==> src/rtl/srq_pkg.sv <==
// Shared constants and register addresses for the service request aggregator.
package srq_pkg;
    localparam int NUM_CLS = 5;            // error, input, output, modem, command
    localparam int ADDR_W  = 4;
    localparam int DATA_W  = 32;

    typedef enum logic [ADDR_W-1:0] {
        ADR_ERR   = 4'd0,
        ADR_IN    = 4'd1,
        ADR_OUT   = 4'd2,
        ADR_MDM   = 4'd3,
        ADR_CMD   = 4'd4,
        ADR_DBCLR = 4'd5,
        ADR_GACK  = 4'd6,
        ADR_ISTAT = 4'd7,
        ADR_BTYPE = 4'd8
    } srq_addr_e;

    localparam logic [DATA_W-1:0] BOARD_ID   = 32'h0000_0012;
    localparam logic [DATA_W-1:0] ACK_CODE   = 32'h0000_0001;
    localparam logic [DATA_W-1:0] UNEXP_MASK = 32'h0810_C000;
    localparam int                DB_BIT     = 13;
endpackage

==> src/rtl/srq_bitmap.sv <==
// One request bitmap: sticky per-channel bits with a read-and-clear.
// Assumes event inputs are single-cycle pulses. An event arriving in the
// clear cycle survives into the new value.
module srq_bitmap #(
    parameter int NUM_CH = 16
) (
    input  logic              clk_i,
    input  logic              rst_ni,
    input  logic [NUM_CH-1:0] ev_i,
    input  logic              clr_i,
    output logic [NUM_CH-1:0] word_o,
    output logic [NUM_CH-1:0] word_next_o
);
    logic [NUM_CH-1:0] word_q;

    // Next value: clear on the exchange, then merge this cycle's events.
    always_comb begin
        word_next_o = (clr_i ? '0 : word_q) | ev_i;
    end

    // State register.
    always_ff @(posedge clk_i) begin
        if (!rst_ni) word_q <= '0;
        else         word_q <= word_next_o;
    end

    assign word_o = word_q;

    p_event_kept_r4: assert property (@(posedge clk_i) disable iff (!rst_ni)
        (ev_i != '0) |=> ((word_o & $past(ev_i)) == $past(ev_i)));
    p_clear_r3: assert property (@(posedge clk_i) disable iff (!rst_ni)
        clr_i |=> ((word_o & ~$past(ev_i)) == '0));
    p_sticky_r2: assert property (@(posedge clk_i) disable iff (!rst_ni)
        !clr_i |=> ((word_o & $past(word_o)) == $past(word_o)));
endmodule

==> src/rtl/srq_doorbell.sv <==
// Doorbell flag: raised when the bitmaps leave the all-empty state, or
// by a global acknowledge while requests remain; dropped by a clear
// write. A raise beats a clear in the same cycle.
module srq_doorbell (
    input  logic clk_i,
    input  logic rst_ni,
    input  logic any_q_i,
    input  logic any_next_i,
    input  logic clr_i,
    input  logic ack_i,
    output logic irq_o
);
    logic db_q;
    logic raise;

    // Raise on an empty-to-busy edge or on an acknowledge with work left.
    always_comb begin
        raise = (!any_q_i && any_next_i) || (ack_i && any_next_i);
    end

    // Doorbell flag register.
    always_ff @(posedge clk_i) begin
        if (!rst_ni)    db_q <= 1'b0;
        else if (raise) db_q <= 1'b1;
        else if (clr_i) db_q <= 1'b0;
    end

    assign irq_o = db_q;

    p_rise_r5: assert property (@(posedge clk_i) disable iff (!rst_ni)
        (!any_q_i && any_next_i) |=> irq_o);
    p_hold_r6: assert property (@(posedge clk_i) disable iff (!rst_ni)
        (irq_o && !clr_i) |=> irq_o);
    p_ack_r7: assert property (@(posedge clk_i) disable iff (!rst_ni)
        (ack_i && any_next_i) |=> irq_o);
    p_raise_wins_r8: assert property (@(posedge clk_i) disable iff (!rst_ni)
        (clr_i && !any_q_i && any_next_i) |=> irq_o);
endmodule

==> src/rtl/srq_regif.sv <==
// Host read side: registered read data for bitmaps, interrupt status and
// board identifier. Holds its value between reads.
module srq_regif
    import srq_pkg::*;
#(
    parameter int NUM_CH = 16
) (
    input  logic                            clk_i,
    input  logic                            rst_ni,
    input  logic                            rd_i,
    input  logic [ADDR_W-1:0]               addr_i,
    input  logic [NUM_CLS-1:0][NUM_CH-1:0]  words_i,
    input  logic                            irq_i,
    output logic [DATA_W-1:0]               rdata_o
);
    logic [DATA_W-1:0] rmux;
    logic [DATA_W-1:0] rdata_q;

    // Read multiplexer over bitmaps and fixed registers.
    always_comb begin
        rmux = '0;
        for (int c = 0; c < NUM_CLS; c++) begin
            if (addr_i == ADDR_W'(c)) rmux = DATA_W'(words_i[c]);
        end
        if (addr_i == ADR_ISTAT) rmux[DB_BIT] = irq_i;
        if (addr_i == ADR_BTYPE) rmux = BOARD_ID;
    end

    // Read data register, loaded on each read strobe.
    always_ff @(posedge clk_i) begin
        if (!rst_ni)   rdata_q <= '0;
        else if (rd_i) rdata_q <= rmux;
    end

    assign rdata_o = rdata_q;

    p_no_unexpected_r9: assert property (@(posedge clk_i) disable iff (!rst_ni)
        (rd_i && addr_i == ADR_ISTAT) |=> ((rdata_o & UNEXP_MASK) == '0));
    p_board_id_r10: assert property (@(posedge clk_i) disable iff (!rst_ni)
        (rd_i && addr_i == ADR_BTYPE) |=> (rdata_o == BOARD_ID));
    p_unmapped_zero_r11: assert property (@(posedge clk_i) disable iff (!rst_ni)
        (rd_i && addr_i > ADR_BTYPE) |=> (rdata_o == '0));
endmodule

==> src/rtl/srq_aggregator.sv <==
// Top: five per-channel request bitmaps, doorbell interrupt and host
// register access. Assumes at most 16 channels and one host access per
// cycle.
module srq_aggregator
    import srq_pkg::*;
#(
    parameter int NUM_CH = 16
) (
    input  logic              clk_i,
    input  logic              rst_ni,
    input  logic [NUM_CH-1:0] ev_err_i,
    input  logic [NUM_CH-1:0] ev_in_i,
    input  logic [NUM_CH-1:0] ev_out_i,
    input  logic [NUM_CH-1:0] ev_mdm_i,
    input  logic [NUM_CH-1:0] ev_cmd_i,
    input  logic              host_rd_i,
    input  logic              host_wr_i,
    input  logic [ADDR_W-1:0] host_addr_i,
    input  logic [DATA_W-1:0] host_wdata_i,
    output logic [DATA_W-1:0] host_rdata_o,
    output logic              irq_o
);
    logic [NUM_CLS-1:0][NUM_CH-1:0] ev;
    logic [NUM_CLS-1:0][NUM_CH-1:0] words;
    logic [NUM_CLS-1:0][NUM_CH-1:0] words_next;
    logic any_q, any_next, db_clr, g_ack;

    // Event classes in bitmap-address order.
    always_comb begin
        ev[0] = ev_err_i;
        ev[1] = ev_in_i;
        ev[2] = ev_out_i;
        ev[3] = ev_mdm_i;
        ev[4] = ev_cmd_i;
    end

    for (genvar c = 0; c < NUM_CLS; c++) begin : g_map
        srq_bitmap #(.NUM_CH(NUM_CH)) u_map (
            .clk_i      (clk_i),
            .rst_ni     (rst_ni),
            .ev_i       (ev[c]),
            .clr_i      (host_rd_i && host_addr_i == ADDR_W'(c)),
            .word_o     (words[c]),
            .word_next_o(words_next[c])
        );
    end

    // Pending summary and host write decode.
    always_comb begin
        any_q    = |words;
        any_next = |words_next;
        db_clr   = host_wr_i && host_addr_i == ADR_DBCLR && host_wdata_i[0];
        g_ack    = host_wr_i && host_addr_i == ADR_GACK && host_wdata_i == ACK_CODE;
    end

    srq_doorbell u_db (
        .clk_i     (clk_i),
        .rst_ni    (rst_ni),
        .any_q_i   (any_q),
        .any_next_i(any_next),
        .clr_i     (db_clr),
        .ack_i     (g_ack),
        .irq_o     (irq_o)
    );

    srq_regif #(.NUM_CH(NUM_CH)) u_rif (
        .clk_i  (clk_i),
        .rst_ni (rst_ni),
        .rd_i   (host_rd_i),
        .addr_i (host_addr_i),
        .words_i(words),
        .irq_i  (irq_o),
        .rdata_o(host_rdata_o)
    );

    p_reset_r1: assert property (@(posedge clk_i)
        !rst_ni |=> (!irq_o && host_rdata_o == '0));
endmodule

==> config.mk <==
export PLATFORM = sky130hd
export DESIGN_NAME = srq_aggregator
export DESIGN_NICKNAME = d
export VERILOG_FILES = /design/src/rtl/srq_pkg.sv /design/src/rtl/srq_bitmap.sv /design/src/rtl/srq_doorbell.sv /design/src/rtl/srq_regif.sv /design/src/rtl/srq_aggregator.sv
export SDC_FILE = /design/constraint.sdc
export NUM_CORES = 1
export LEC_CHECK = 0
export ABC_CLOCK_PERIOD_IN_PS = 1970
export CORE_MARGIN = 10
export CORE_UTILIZATION = 40
export CTS_CLUSTER_DIAMETER = 200
export DETAILED_ROUTE_END_ITERATION = 10
export DONT_BUFFER_PORTS = 1
export MAX_ROUTING_LAYER = met4
export PLACE_DENSITY_LB_ADDON = 0.25
export SLEW_MARGIN = 20
export SYNTH_ARGS = -nofsm -noshare
export SYNTH_HDL_FRONTEND = slang
export SYNTH_SLANG_ARGS = --single-unit
==> constraint.sdc <==
create_clock -name clk_i -period 1.97 [get_ports clk_i]
set_input_delay 0.0985 -clock clk_i [delete_from_list [all_inputs] [get_ports clk_i]]
set_output_delay 0.0985 -clock clk_i [all_outputs]
set_load 0.1 [all_outputs]
==> results_dict.tcl <==
set metrics [dict create \
    slew_headroom 0.4943 \
    cts_buffers 9 \
    grtUsageTotal 0.2229 \
    skew_ns 0.008428 \
    power.total_mw 4.408 \
    worstPathArrival_ns 2.02 \
    cts_setup_buffers 0 \
    start_util 0.4132 \
    cp-start-kind "flip-flop" \
    synth_cell_types 45 \
    syn_area_mm2 0.004304 \
    grt_pass1_wl_um 25230 \
    yosysSeqAreaShare 0.4512 \
    drive_above_1_share 0.1231 \
    wl_per_cell_um 23.03 \
    cap_violations 0 \
    finalHoldViolations 0 \
    dieArea_mm2 0.01531 \
    max_stage_delay_ns 0.55 \
    hp-class "input pin to flip-flop" \
    cellLeakagePower_nw 2.099 \
    setup_viol 0 \
    drt_iter0_drc 414 \
    cp_max_fo 3 \
    synth_top_cell_area_share 0.4512 \
    overflow 0 \
    clockBufferDepth 2 \
    cts.sink_count 97 \
    tightest_slew_ns 0.7553 \
    rsz0062_at_grt "no" \
    ir_drop_v 0.0003993 \
    fin_crit_sh 0.9062 \
    fin_setup_tns_ns 0 \
    core-area_mm2 0.01042 \
    clockRootBuffer "clkbuf_8" \
    io_pins 153 \
    area_growth_pct 29.51 \
    dp_cells 617 \
    stdcell_count 721 \
    crit_chain "or4_4, a2111oi_1, and4_1, a211oi_2" \
    fin_ws_ns 0.1849 \
    antennaDiodeCount 0 \
    dp_slack_ns 0.1935 \
    min_period_ns 1.785 \
    antenna_found_initial 0 \
    die_x_um 123.7 \
    synth_edf_count 0 \
    synth_flop_cell "dfxtp_1" \
    cts_tree "built" \
    clock_latency_ns 0.37 \
    ctsHtreeMaxLevel 3 \
    grt_pass1_vias 4310 \
    fillers 956 \
    die_height_um 123.7 \
    num_vias 4217 \
    worst_ep_required_time_ns 2.21 \
    finalNetCount 700 \
    drc_errors 0 \
    rows 37 \
    synth.top_cells.by_area "dfxtp_1 (45%), a21oi_1 (11%), nor2_1 (10%), mux4_2 (8.4%), nor4_1 (5.5%)" \
    outcome "complete, no violations" \
    fin_util 0.5351 \
    first_pass_iters 5 \
    ant_nets 0 \
    grt_max_degree 43 \
    synth_warnings 0 \
    clk_pin_slew_ns 0.09 \
    yosys.area.top_type "dfxtp_1" \
    vias_per_cell 5.849 \
    criticalPathCategory "flip-flop to flip-flop" \
    dp_hpwl_um 12310 \
    fmax_mhz 560.2 \
    postSynthCellCount 484 \
    path_buf_inv 0 \
    endpoint_kind "flip-flop" \
    async_flop_share 0 \
    io_buffers 0 \
    cp_top_family "simple AND/OR/NAND/NOR gates" \
    drv_slew 0 \
    finalWirelength_um 16600 \
    syn_avg_cell_area_um2 8.893 \
    cellPowerDensity_mw_per_mm2 790.8 \
    cpMaxStageDelayCell "or4_4" \
    ys_ff_latch 97 \
    finalWeightedCongestion 0.9365 \
]
[report_power, final]
| group | internal (mW) | switching (mW) | leakage, nW |
|---|---|---|---|
| Clock | 0.728 | 0.698 | 0.112 |
| Combinational | 0.314 | 0.444 | 1.18 |
| Sequential | 2.09 | 0.134 | 0.809 |
[area by class of cell]
cell class                      count  area (um2)  area share
Timing Repair Buffer              113        1094      0.1962
Tap cell                          136       170.2     0.03053
Multi-Input combinational cell    355        2128      0.3818
Inverter                            4       15.01    0.002694
Sequential cell                    97        1942      0.3484
Clock inverter                      3       46.29    0.008305
Clock buffer                       13       178.9     0.03210
[kinds of logic after synthesis]
family	share of synthesized area
compound gates	0.1634
buf+inv	0.06773
flops	0.4512
mux	0.08372
other cells	0.0008713
simple gates	0.2331
[worst register-to-register path: stages, from the launching register on]
cell	delay (ns)
dfxtp_1	0.34
or4_4	0.55
a2111oi_1	0.45
and4_1	0.26
a211oi_2	0.07
[flip-flops by register name, indices dropped and copies added, names as in the netlist]
signal / cells
u_db.irq_o: 1
g_map.u_map.word_o: 80
u_rif.rdata_o: 16
[through the flow]
step,hold WS [ns],area (um2)
floorplan,0.2159,4360
global placement,0.2169,4467
detailed placement,0.2241,4467
CTS,0.01298,5573
global route,0.02123,5574
finish,0.02318,5574
[path summary, 6_finish.rpt]
kind | from | endpoint | slack, ns | cells after the start
setup / recovery | g_map[4].u_map.word_o[2] | u_db.irq_o | 0.18 | 4
hold / removal | host_addr_i[2] | g_map[4].u_map.word_o[3] | 0.02 | 3
hold reg to reg | u_rif.rdata_o[13] | u_rif.rdata_o[13] | 0.48 | 2
setup reg to reg | g_map[4].u_map.word_o[2] | u_db.irq_o | 0.18 | 4
[layout by cell type, fill, tap and decap left out, types with 2 or more instances in the layout]
cell and count:
nand2_1 5, nand3_1 4, mux4_2 16, dlygate4sd3_1 88, conb_1 16, clkbuf_8 13
inv_1 3, nand4b_1 3, a221oi_1 3, a31oi_1 3, a22oi_1 15, a211oi_1 2
buf_12 2, nand3_2 2, buf_4 23, a21oi_1 94, nor2_1 117, and4_1 2
nor4_1 38, nand4_1 8, o21ai_0 3, nor3_1 5, dfxtp_1 97
[repair_timing]
item,CTS,global route
setup endpoints to repair,0,1
hold buffers,88,0
resized for setup,0,1
endpoints found under the hold margin,83,0
[Yosys cell counts (2+ instances only)]
cell type / count
a211oi_1: 2
a21oi_1: 94
a221oi_1: 3
a22oi_1: 15
a31oi_1: 3
and4_1: 2
buf_2: 3
buf_4: 18
buf_6: 4
clkbuf_1: 16
dfxtp_1: 97
inv_1: 3
mux4_2: 16
nand2_1: 5
nand3_1: 4
nand3_2: 2
nand4_1: 8
nand4b_1: 3
nor2_1: 117
nor3_1: 5
nor4_1: 38
o21ai_0: 3
[metal layers]
layer / up-vias / share of wire / GRT usage / routed length [um]
met1: 1977 / 0.40 / 0.2754 / 6710
met2: 264 / 0.45 / 0.3391 / 7498
li1: 1944 / - / - / -
met3: 32 / 0.12 / 0.06425 / 1911
met4: 0 / 0.029 / 0.08297 / 482
met5: - / 0 / - / 0
Power figures use the tool's default switching activity.
